**src/rtl/alu16_pkg.sv**
```systemverilog
package alu16_pkg;

  typedef enum logic [2:0] {
    OP_ADD   = 3'b000,
    OP_MUL   = 3'b001,
    OP_PASSA = 3'b010,
    OP_PASSB = 3'b011,
    OP_SUB   = 3'b100
  } alu_op_e;

  // One bit of ripple addition: returns {carry, sum}
  function automatic logic [1:0] full_add(input logic x, input logic y, input logic ci);
    return {(x & y) | (ci & (x ^ y)), x ^ y ^ ci};
  endfunction

  // Signed overflow of an adder: equal operand signs, differing result sign
  function automatic logic add_sign_ovf(input logic xs, input logic ys, input logic ss);
    return (xs == ys) && (ss != xs);
  endfunction

endpackage

```
**src/rtl/alu16_addsub.sv**
```systemverilog
module alu16_addsub
  import alu16_pkg::*;
#(
  parameter int W = 16
) (
  input  logic [W-1:0] x_i,
  input  logic [W-1:0] y_i,
  input  logic         sub_i,
  output logic [W-1:0] sum_o,
  output logic         ovf_o
);

  logic [W-1:0] y_eff;
  logic [W:0]   carry;

  assign y_eff    = y_i ^ {W{sub_i}};
  assign carry[0] = sub_i;

  for (genvar i = 0; i < W; i++) begin : g_bit
    logic [1:0] fa;
    assign fa         = full_add(x_i[i], y_eff[i], carry[i]);
    assign sum_o[i]   = fa[0];
    assign carry[i+1] = fa[1];
  end

  assign ovf_o = add_sign_ovf(x_i[W-1], y_eff[W-1], sum_o[W-1]);

endmodule

```
**src/rtl/alu16_mul.sv**
```systemverilog
module alu16_mul #(
  parameter int W = 16
) (
  input  logic [W-1:0] x_i,
  input  logic [W-1:0] y_i,
  output logic [W-1:0] prod_o,
  output logic         ovf_o
);

  localparam int PW = 2 * W;

  logic signed [PW-1:0] full_prod;
  logic        [W:0]    upper;

  assign full_prod = PW'($signed(x_i)) * PW'($signed(y_i));
  assign prod_o    = full_prod[W-1:0];
  assign upper     = full_prod[PW-1:W-1];
  // the product fits only when the top W+1 bits are a pure sign extension
  assign ovf_o     = !((&upper) || !(|upper));

endmodule

```
**src/rtl/alu16_sel.sv**
```systemverilog
module alu16_sel
  import alu16_pkg::*;
#(
  parameter int W = 16
) (
  input  logic [2:0]   op_i,
  input  logic [W-1:0] add_i,
  input  logic         add_ovf_i,
  input  logic [W-1:0] sub_i,
  input  logic         sub_ovf_i,
  input  logic [W-1:0] mul_i,
  input  logic         mul_ovf_i,
  input  logic [W-1:0] a_i,
  input  logic [W-1:0] b_i,
  output logic [W-1:0] res_o,
  output logic [2:0]   flags_o
);

  logic ovf_sel;

  always_comb begin
    res_o   = '0;
    ovf_sel = 1'b0;
    case (op_i)
      OP_ADD:   begin res_o = add_i; ovf_sel = add_ovf_i; end
      OP_MUL:   begin res_o = mul_i; ovf_sel = mul_ovf_i; end
      OP_PASSA: res_o = a_i;
      OP_PASSB: res_o = b_i;
      OP_SUB:   begin res_o = sub_i; ovf_sel = sub_ovf_i; end
      default:  res_o = '0;
    endcase
  end

  assign flags_o = {ovf_sel, ~(|res_o), res_o[W-1]};

endmodule

```
**src/rtl/alu16_flags.sv**
```systemverilog
module alu16_flags #(
  parameter int W = 16
) (
  input  logic [W-1:0] a_in,
  input  logic [W-1:0] b_in,
  input  logic [2:0]   op_code,
  output logic [W-1:0] res_out,
  output logic [2:0]   flags_out
);

  logic [W-1:0] add_res, sub_res, mul_res;
  logic         add_ovf, sub_ovf, mul_ovf;

  alu16_addsub #(.W(W)) u_add (
    .x_i(a_in), .y_i(b_in), .sub_i(1'b0), .sum_o(add_res), .ovf_o(add_ovf)
  );

  alu16_addsub #(.W(W)) u_sub (
    .x_i(a_in), .y_i(b_in), .sub_i(1'b1), .sum_o(sub_res), .ovf_o(sub_ovf)
  );

  alu16_mul #(.W(W)) u_mul (
    .x_i(a_in), .y_i(b_in), .prod_o(mul_res), .ovf_o(mul_ovf)
  );

  alu16_sel #(.W(W)) u_sel (
    .op_i(op_code),
    .add_i(add_res), .add_ovf_i(add_ovf),
    .sub_i(sub_res), .sub_ovf_i(sub_ovf),
    .mul_i(mul_res), .mul_ovf_i(mul_ovf),
    .a_i(a_in), .b_i(b_in),
    .res_o(res_out), .flags_o(flags_out)
  );

endmodule

```
**config.mk**
```make
export PLATFORM = sky130hd
export DESIGN_NAME = alu16_flags
export DESIGN_NICKNAME = d
export VERILOG_FILES = /design/src/rtl/alu16_pkg.sv /design/src/rtl/alu16_addsub.sv /design/src/rtl/alu16_mul.sv /design/src/rtl/alu16_sel.sv /design/src/rtl/alu16_flags.sv
export SDC_FILE = /design/constraint.sdc
export NUM_CORES = 1
export LEC_CHECK = 0
export BUFFER_PORTS_ARGS = -buffer_cell sky130_fd_sc_hd__buf_2
export CAP_MARGIN = 10
export CORE_MARGIN = 8
export CORE_UTILIZATION = 52
export DETAILED_ROUTE_END_ITERATION = 7
export GPL_TIMING_DRIVEN = 0
export PLACE_DENSITY = 0.7
export SLEW_MARGIN = 30
export SYNTH_ARGS = -nofsm -noshare
export SYNTH_HDL_FRONTEND = slang
export SYNTH_SLANG_ARGS = --single-unit
```
**constraint.sdc**
```tcl
create_clock -name vclk -period 10
set_input_delay 1 -clock vclk [all_inputs]
set_output_delay 1 -clock vclk [all_outputs]
set_load 0.01 [all_outputs]
```
## Word level (Yosys, flattened, before mapping)

Cells that the tools add are included.
Widths: inputs -> output; s select.

| storage, ports and cells | value |
|---|---|
| register bits after elaboration | 0 |
| input port bits | 35 |
| output and inout bits | 19 |
| logic and storage cells | 172 |

| operators by class | value |
|---|---|
| multiply operators | 1 |
| eq/ne operators | 8 |
| multiplexer cells | 2 |
| bitwise operators | 152 |
| reduce and logical (&&, ||, !) cells | 9 |

Operators with widths:

| operator | number |
|---|---|
| $pmux 16 s5 | 1 |
| $xor 1x1->1 | 62 |
| $and 1x1->1 | 58 |
| $mul 16x16->32 | 1 |
| $or 1x1->1 | 29 |
| $reduce_and 17->1 | 1 |
| $reduce_or 17->1 | 1 |
| $not 16->16 | 1 |
| $reduce_or 16->1 | 1 |
| $eq 3x2->1 const B | 2 |
| $eq 3x1->1 const B | 1 |
| $eq 3x3->1 const B | 1 |
| $logic_not 3->1 | 1 |
| $pmux 1 s3 | 1 |
| $eq 1x1->1 | 2 |
| $logic_and 1x1->1 | 2 |
| $logic_not 1->1 | 2 |
| $ne 1x1->1 | 2 |
| $not 1->1 | 2 |
| $logic_or 1x1->1 | 1 |

## Depth between registers and ports, before layout

Gate-level depths: netlist (run 1).

| depth | value |
|---|---|
| depth after elaboration | 35 |
| mapped depth | 30 |
| gate-level depth less buffers | 28 |

## Modules after synthesis

A second synthesis (run 1) with hierarchy kept.

| second synthesis, totals | value |
|---|---|
| cells, all modules | 1296 |
| area total of the unflattened synthesis | 11810.1 µm² |

By module, submodules not included:

| module | times used | cells an instance | area each (µm²) | sequential area each (µm²) |
|---|---|---|---|---|
| alu16_mul | 1 | 1066 | 9828.2 | 0.0 |
| alu16_addsub | 2 | 66 | 614.3 | 0.0 |
| alu16_sel | 1 | 96 | 745.7 | 0.0 |
| alu16_flags | 1 | 2 | 7.5 | 0.0 |

## Worst setup path after synthesis (run 1)

No wires, ideal clock.

| timing | value |
|---|---|
| path kind | input port to output port |
| start | input port a_in[0] |
| end | output port flags_out[2] |
| data arrival time | 7.705 ns |
| data required time | 9.000 ns |
| slack | 1.295 ns |
| cell stages on the path | 30 |
| cell sequence | inv_1 clkbuf_1 ha_1 inv_1 fa_1 fa_1 fa_1 fa_1 fa_1 fa_1 fa_1 fa_1 fa_1 fa_1 fa_1 fa_1 inv_1 fa_1 fa_1 xnor2_1 nand2_1 nor2_1 a21oi_1 nor2_1 nor2b_1 and4_1 nand4_1 nor4_1 a211oi_2 buf_4 |

| on the way | value |
|---|---|
| longest elaborated chain between the ends | 34 |
| elaborated cells between the ends (all ways) | 73 |
| classes of those cells | mul: 1; eq/ne: 2; mux: 1; bitwise: 62; reduce/logical: 7 |

Ends and longest elaborated chain:

| what | RTL line | RTL |
|---|---|---|
| from (decl) | alu16_flags.sv:4 | `input logic [W-1:0] a_in,` |
| $and 1x1->1 / $xor 1x1->1 (equally long branches) | alu16_pkg.sv:13 | `return {(x & y) \| (ci & (x ^ y)), x ^ y ^ ci};` |
| $or 1x1->1 | alu16_pkg.sv:13 |  |
| $and 1x1->1 | alu16_pkg.sv:13 |  |
| $or 1x1->1 | alu16_pkg.sv:13 |  |
| $and 1x1->1 | alu16_pkg.sv:13 |  |
| $or 1x1->1 | alu16_pkg.sv:13 |  |
| $and 1x1->1 | alu16_pkg.sv:13 |  |
| $or 1x1->1 | alu16_pkg.sv:13 |  |
| (+18 left out) | - |  |
| $and 1x1->1 | alu16_pkg.sv:13 |  |
| $or 1x1->1 | alu16_pkg.sv:13 |  |
| $and 1x1->1 | alu16_pkg.sv:13 |  |
| $or 1x1->1 | alu16_pkg.sv:13 |  |
| $xor 1x1->1 | alu16_pkg.sv:13 |  |
| $ne 1x1->1 | alu16_pkg.sv:18 | `return (xs == ys) && (ss != xs);` |
| $logic_and 1x1->1 | alu16_pkg.sv:18 |  |
| $pmux 1 s3 (*) | alu16_sel.sv:24 | `case (op_i)` |
| to (decl) | alu16_flags.sv:8 | `output logic [2:0] flags_out` |

Every way passes the cells marked *; elsewhere a longest branch is shown, timed or not.

## Worst setup path after layout (run 1)

Ends and elaborated chain as after synthesis.

==> results of run 1 <==
per-stage QoR:
step | cells | cell area, um2 | util | setup slack (ns)
5_1_grt | 1606 | 12000 | 0.553 | 0.151
3_5_place_dp | 1608 | 12000 | 0.554 | 0.0504
4_1_cts | 1608 | 12000 | 0.554 | 0.0951
6_report | 1606 | 12000 | 0.553 | 0.502
3_3_place_gp | 1608 | 12000 | 0.554 | 0.179
2_1_floorplan | 1275 | 11400 | - | 1.30
layout make-up:
| class | count | area share |
|---|---|---|
| multi-input combinational | 917 | 0.835 |
| inverter | 311 | 0.0976 |
| tap | 280 | 0.0292 |
| timing repair buffer | 53 | 0.0221 |
| buffer | 45 | 0.0158 |
worst max-delay path: cells and delay by family:
family | cells | cell delay (ns)
XOR/XNOR | 1 | 0.12
AND/OR/NAND/NOR | 6 | 1.02
AO/OA/AOI/OAI | 2 | 0.27
adder cells (fa/ha/maj) | 15 | 5.27
buffers and inverters | 6 | 0.80
logic make-up after synthesis:
| family | share of synthesized area |
|---|---|
| xor gates and xnor gates | 0.0284 |
| adders and majority gates | 0.618 |
| muxes | 0.0243 |
| AOI/OAI and AO/OA | 0.0745 |
| buffers and inverters | 0.120 |
| and+or+nand+nor | 0.135 |
worst paths after layout:
path / slack, ns / end / from / depth (start not counted)
worst max-delay path: 0.50 / flags_out[2] / a_in[0] / 30
worst min-delay path: 2.50 / res_out[0] / op_code[0] / 4
metal layers:
metal,global-route usage,vias to the layer above
li1,-,3962
met1,0.299,4442
met2,0.403,317
met3,0.0451,77
met4,0.0880,2
met5,0,-
cells in the final DEF (no fill, tap or decap), types with 6 or more instances in the layout:
master	netlist	layout
a211oi_1	7	7
a21o_1	9	9
a21oi_1	30	30
and2_1	26	26
buf_2	3	56
clkbuf_1	37	34
clkinv_1	10	10
fa_1	290	290
ha_1	99	99
inv_1	296	295
mux4_2	9	9
nand2_1	145	145
nand2b_1	6	6
nand3_1	14	14
nor2_1	119	119
nor2b_1	10	10
nor3_1	7	7
o21ai_0	21	21
o22ai_1	8	8
xnor2_1	21	21
xor2_1	16	16
==> results.json, run 1 <==
{
  "dpl.hpwl_um": 26200,
  "wl_met1_um": 11500,
  "ys_types": 66,
  "viasPerCell": 5.48,
  "synth_commonest_cells": "inv_1 (296), fa_1 (290), nand2_1 (145), nor2_1 (119), ha_1 (99)",
  "status": "completed",
  "drt-total-wl_um": 29600,
  "first_pass_iters": 5,
  "track_usage": 0.238,
  "min_path_type": "primary input to primary output",
  "fmax_mhz": 105,
  "syn_inst": 1275,
  "wl_per_cell_um": 18.4,
  "highest_layer": "met5",
  "grt_pass1_vias": 9817,
  "multi_input_area_mm2": 0.0100,
  "rsz0062_at_grt": "false",
  "overflow": 0,
  "nClkBuffers": 0,
  "diodes": 0,
  "drive_above_1_share": 0.0716,
  "met3_wirelength_um": 2460,
  "synth_top_area_cell": "fa_1",
  "die_h_um": 164,
  "drc_errors": 0,
  "grt_max_degree": 13,
  "yosysWarnings": 0,
  "cts-resized-gates": 0,
  "hold_slack_ns": 2.50,
  "tns_ns": 0,
  "min_period_over_period": 0.950,
  "period_needed_ns": 9.50,
  "core.rowCount": 54,
  "maxSlewHeadroom": 0.425,
  "criticalPathCategory": "primary input to primary output",
  "core_mm2": 0.0217,
  "worstPathArrival_ns": 8.50,
  "nFillCells": 2020,
  "maxCapViolCount": 0,
  "cp_max_fo": 12,
  "antenna_found_initial": 1,
  "yosysMostFrequentCell": "inv_1",
  "regArea_um2": 0,
  "dr_wl_met2_um": 14200,
  "start_util": 0.525,
  "die_w_um": 164,
  "drtIter0Drc": 527,
  "worst_setup_path_end_kind": "primary output",
  "cpMostUsedCell": "fa_1",
  "portBuffers": 53,
  "boundaryPins": 54,
  "setup_violations": 0,
  "ys_top_cells_by_area": "fa_1 (51%), ha_1 (11%), inv_1 (9.8%)",
  "worstSetupStartpointType": "primary input",
  "cp_slowest_stage_delay_ns": 0.41,
  "yosysTopAreaCellShare": 0.510,
  "syn-cell-area_mm2": 0.0114,
  "cts-hold-fix-buffers": 0,
  "post_cts_buffers": 0,
  "cpMaxStageDelayCell": "fa_1",
  "globalplace.congestion": 0.958,
  "syn_avg_cell_area_um2": 8.93,
  "cp.required_ns": 9.00,
  "design.seq.count": 0,
  "via_count": 8800,
  "die-area_mm2": 0.0269,
  "ys_seq_area_frac": 0,
  "antenna_left": 0,
  "finalMaxSlewViolations": 0,
  "tightest_slew_ns": 0.862,
  "syn2layout_area_growth_pct": 5.38,
  "syn_nets": 1699,
  "hold_viol": 0,
  "grt_pass1_wl_um": 49900,
  "nNetsFinal": 1752
}
Power of run 1 is left out: the tool's default activity adds up to more than one toggle a clock period on the data nets, which glitch-free logic cannot reach.
==> run 2, diff against run 1 <==
--- a/config.mk
+++ b/config.mk
@@ -15,4 +15,5 @@
 export SLEW_MARGIN = 30
 export SYNTH_ARGS = -nofsm -noshare
 export SYNTH_HDL_FRONTEND = slang
+export SYNTH_HIERARCHICAL = 1
 export SYNTH_SLANG_ARGS = --single-unit
==> constraint.sdc (replaced) <==
create_clock -name vclk -period 10.22
set_input_delay 1.022 -clock vclk [all_inputs]
set_output_delay 1.022 -clock vclk [all_outputs]
set_load 0.01 [all_outputs]
==> results.json, run 2 <==
{
  "track_usage": 0.236,
  "yosysMostFrequentCell": "inv_1",
  "synth_top_area_cell": "fa_1",
  "portBuffers": 54,
  "core_mm2": 0.0225,
  "maxCapViolCount": 0,
  "top_usage_layer": "met2",
  "antenna_found_initial": 1,
  "cpMostUsedCell": "fa_1",
  "antenna_left": 0,
  "min_path_type": "primary input to primary output",
  "met1_usage": 0.317,
  "status": "completed",
  "criticalPathCategory": "primary input to primary output",
  "globalplace.congestion": 0.934,
  "overflow": 0,
  "grtUsageMet3": 0.0260,
  "start_util": 0.525,
  "drc_errors": 0,
  "final_common_cell": "inv_1",
  "grt_max_degree": 15,
  "cp_slowest_stage_delay_ns": 0.56,
  "yosysTopAreaCellShare": 0.492,
  "dpl.hpwl_um": 26700,
  "ys_seq_area_frac": 0,
  "grt_pass1_wl_um": 52200,
  "yosysWarnings": 6,
  "cp_top_family": "adder cells",
  "syn-cell-area_mm2": 0.0118,
  "layout_common_cells": "inv_1 (311), fa_1 (290), nand2_1 (146), and2_1 (114), ha_1 (82)",
  "finalMaxSlewViolations": 0,
  "tightest_slew_ns": 0.801,
  "worstSetupStartpointType": "primary input",
  "wl_per_cell_um": 19.4,
  "grt_pass1_vias": 9859,
  "ys_types": 69,
  "setup.worst_path.start": "b_in[1]",
  "design.seq.count": 0,
  "drt-total-wl_um": 31700,
  "grtUsageMet2": 0.395,
  "critPathBufInv": 9,
  "cpMaxStageDelayCell": "fa_1",
  "min_from": "op_code[2]",
  "boundaryPins": 54,
  "syn_inst": 1296,
  "rsz0062_at_grt": "false",
  "setup_violations": 0,
  "nNetsFinal": 1755,
  "synth_commonest_cells": "inv_1 (311), fa_1 (290), nand2_1 (146), and2_1 (114), ha_1 (82)",
  "maxSlewHeadroom": 0.466,
  "syn2layout_area_growth_pct": 5.23,
  "fmax_mhz": 101,
  "viasPerCell": 5.55,
  "syn_nets": 1703,
  "die-area_mm2": 0.0278,
  "worstPathArrival_ns": 8.85,
  "drtIter0Drc": 676,
  "worstHoldPathCells": 3,
  "ys_top_cells_by_area": "fa_1 (49%), inv_1 (9.9%), ha_1 (8.7%)",
  "nClkBuffers": 0,
  "syn_avg_cell_area_um2": 9.11,
  "post_cts_buffers": 0,
  "cp.required_ns": 9.20,
  "drive_above_1_share": 0.0832,
  "die_h_um": 167,
  "cp_max_fo": 10,
  "regArea_um2": 0,
  "period_needed_ns": 9.87,
  "first_pass_iters": 7,
  "tns_ns": 0,
  "core.rowCount": 55,
  "via_count": 9059,
  "hold_viol": 0,
  "min_period_over_period": 0.966,
  "worst_setup_path_end_kind": "primary output",
  "die_w_um": 167,
  "cp.depth": 30
}
[run 2: kinds of logic (layout without fill, tap and decap cells)]
kind of cell,Yosys count,in the layout,share of synthesized area
adder cells (fa/ha/maj),372,372,0.578
AND/OR/NAND/NOR,344,344,0.150
other,2,4,0.000636
XOR/XNOR,72,72,0.0566
AO/OA/AOI/OAI,120,120,0.0696
buffers and inverters,363,413,0.123
multiplexers,23,23,0.0221
[run 2: path summary, 6_finish.rpt]
kind	to
worst max-delay path	flags_out[2]
worst min-delay path	res_out[7]
[run 2: timing repair]
item / 4_1_cts / 5_1_grt
resized for setup: 0 / 2
hold buffers: 0 / 0
setup endpoints to repair: 0 / 1
[run 2: routing by layer]
| metal | share of wire | up-vias | routed length, um |
|---|---|---|---|
| met5 | 0 | - | 0 |
| met3 | 0.073 | 69 | 2310 |
| met4 | 0.033 | 0 | 1050 |
| met2 | 0.49 | 356 | 15400 |
| met1 | 0.41 | 4637 | 12900 |
| li1 | - | 3997 | - |
[run 2: tightest hold or removal path, delay by kind of cell]
family	cells	cell delay (ns)
AOI/OAI and AO/OA	1	0.10
buffers and inverters	2	0.30
[run 2: through the flow]
stage	cell area (um2)	instances	hold slack [ns]	utilization	setup WS [ns]
after global placement	12400	1635	2.45	0.553	0.419
after global routing	12400	1631	2.46	0.552	0.0111
final	12400	1633	2.45	0.552	0.351
after detailed placement	12400	1635	2.45	0.553	0.319
after CTS	12400	1635	2.45	0.553	0.260
after floorplan	11800	1296	2.15	-	1.64
[run 2: area by class of cell]
| type | instances | area, um2 |
|---|---|---|
| plain buffers | 48 | 269 |
| well taps | 285 | 357 |
| multi-input cells | 933 | 10400 |
| diodes | 2 | 5.00 |
| inverters | 311 | 1170 |
| repair buffers | 54 | 270 |
| fillers | 2039 | 10100 |
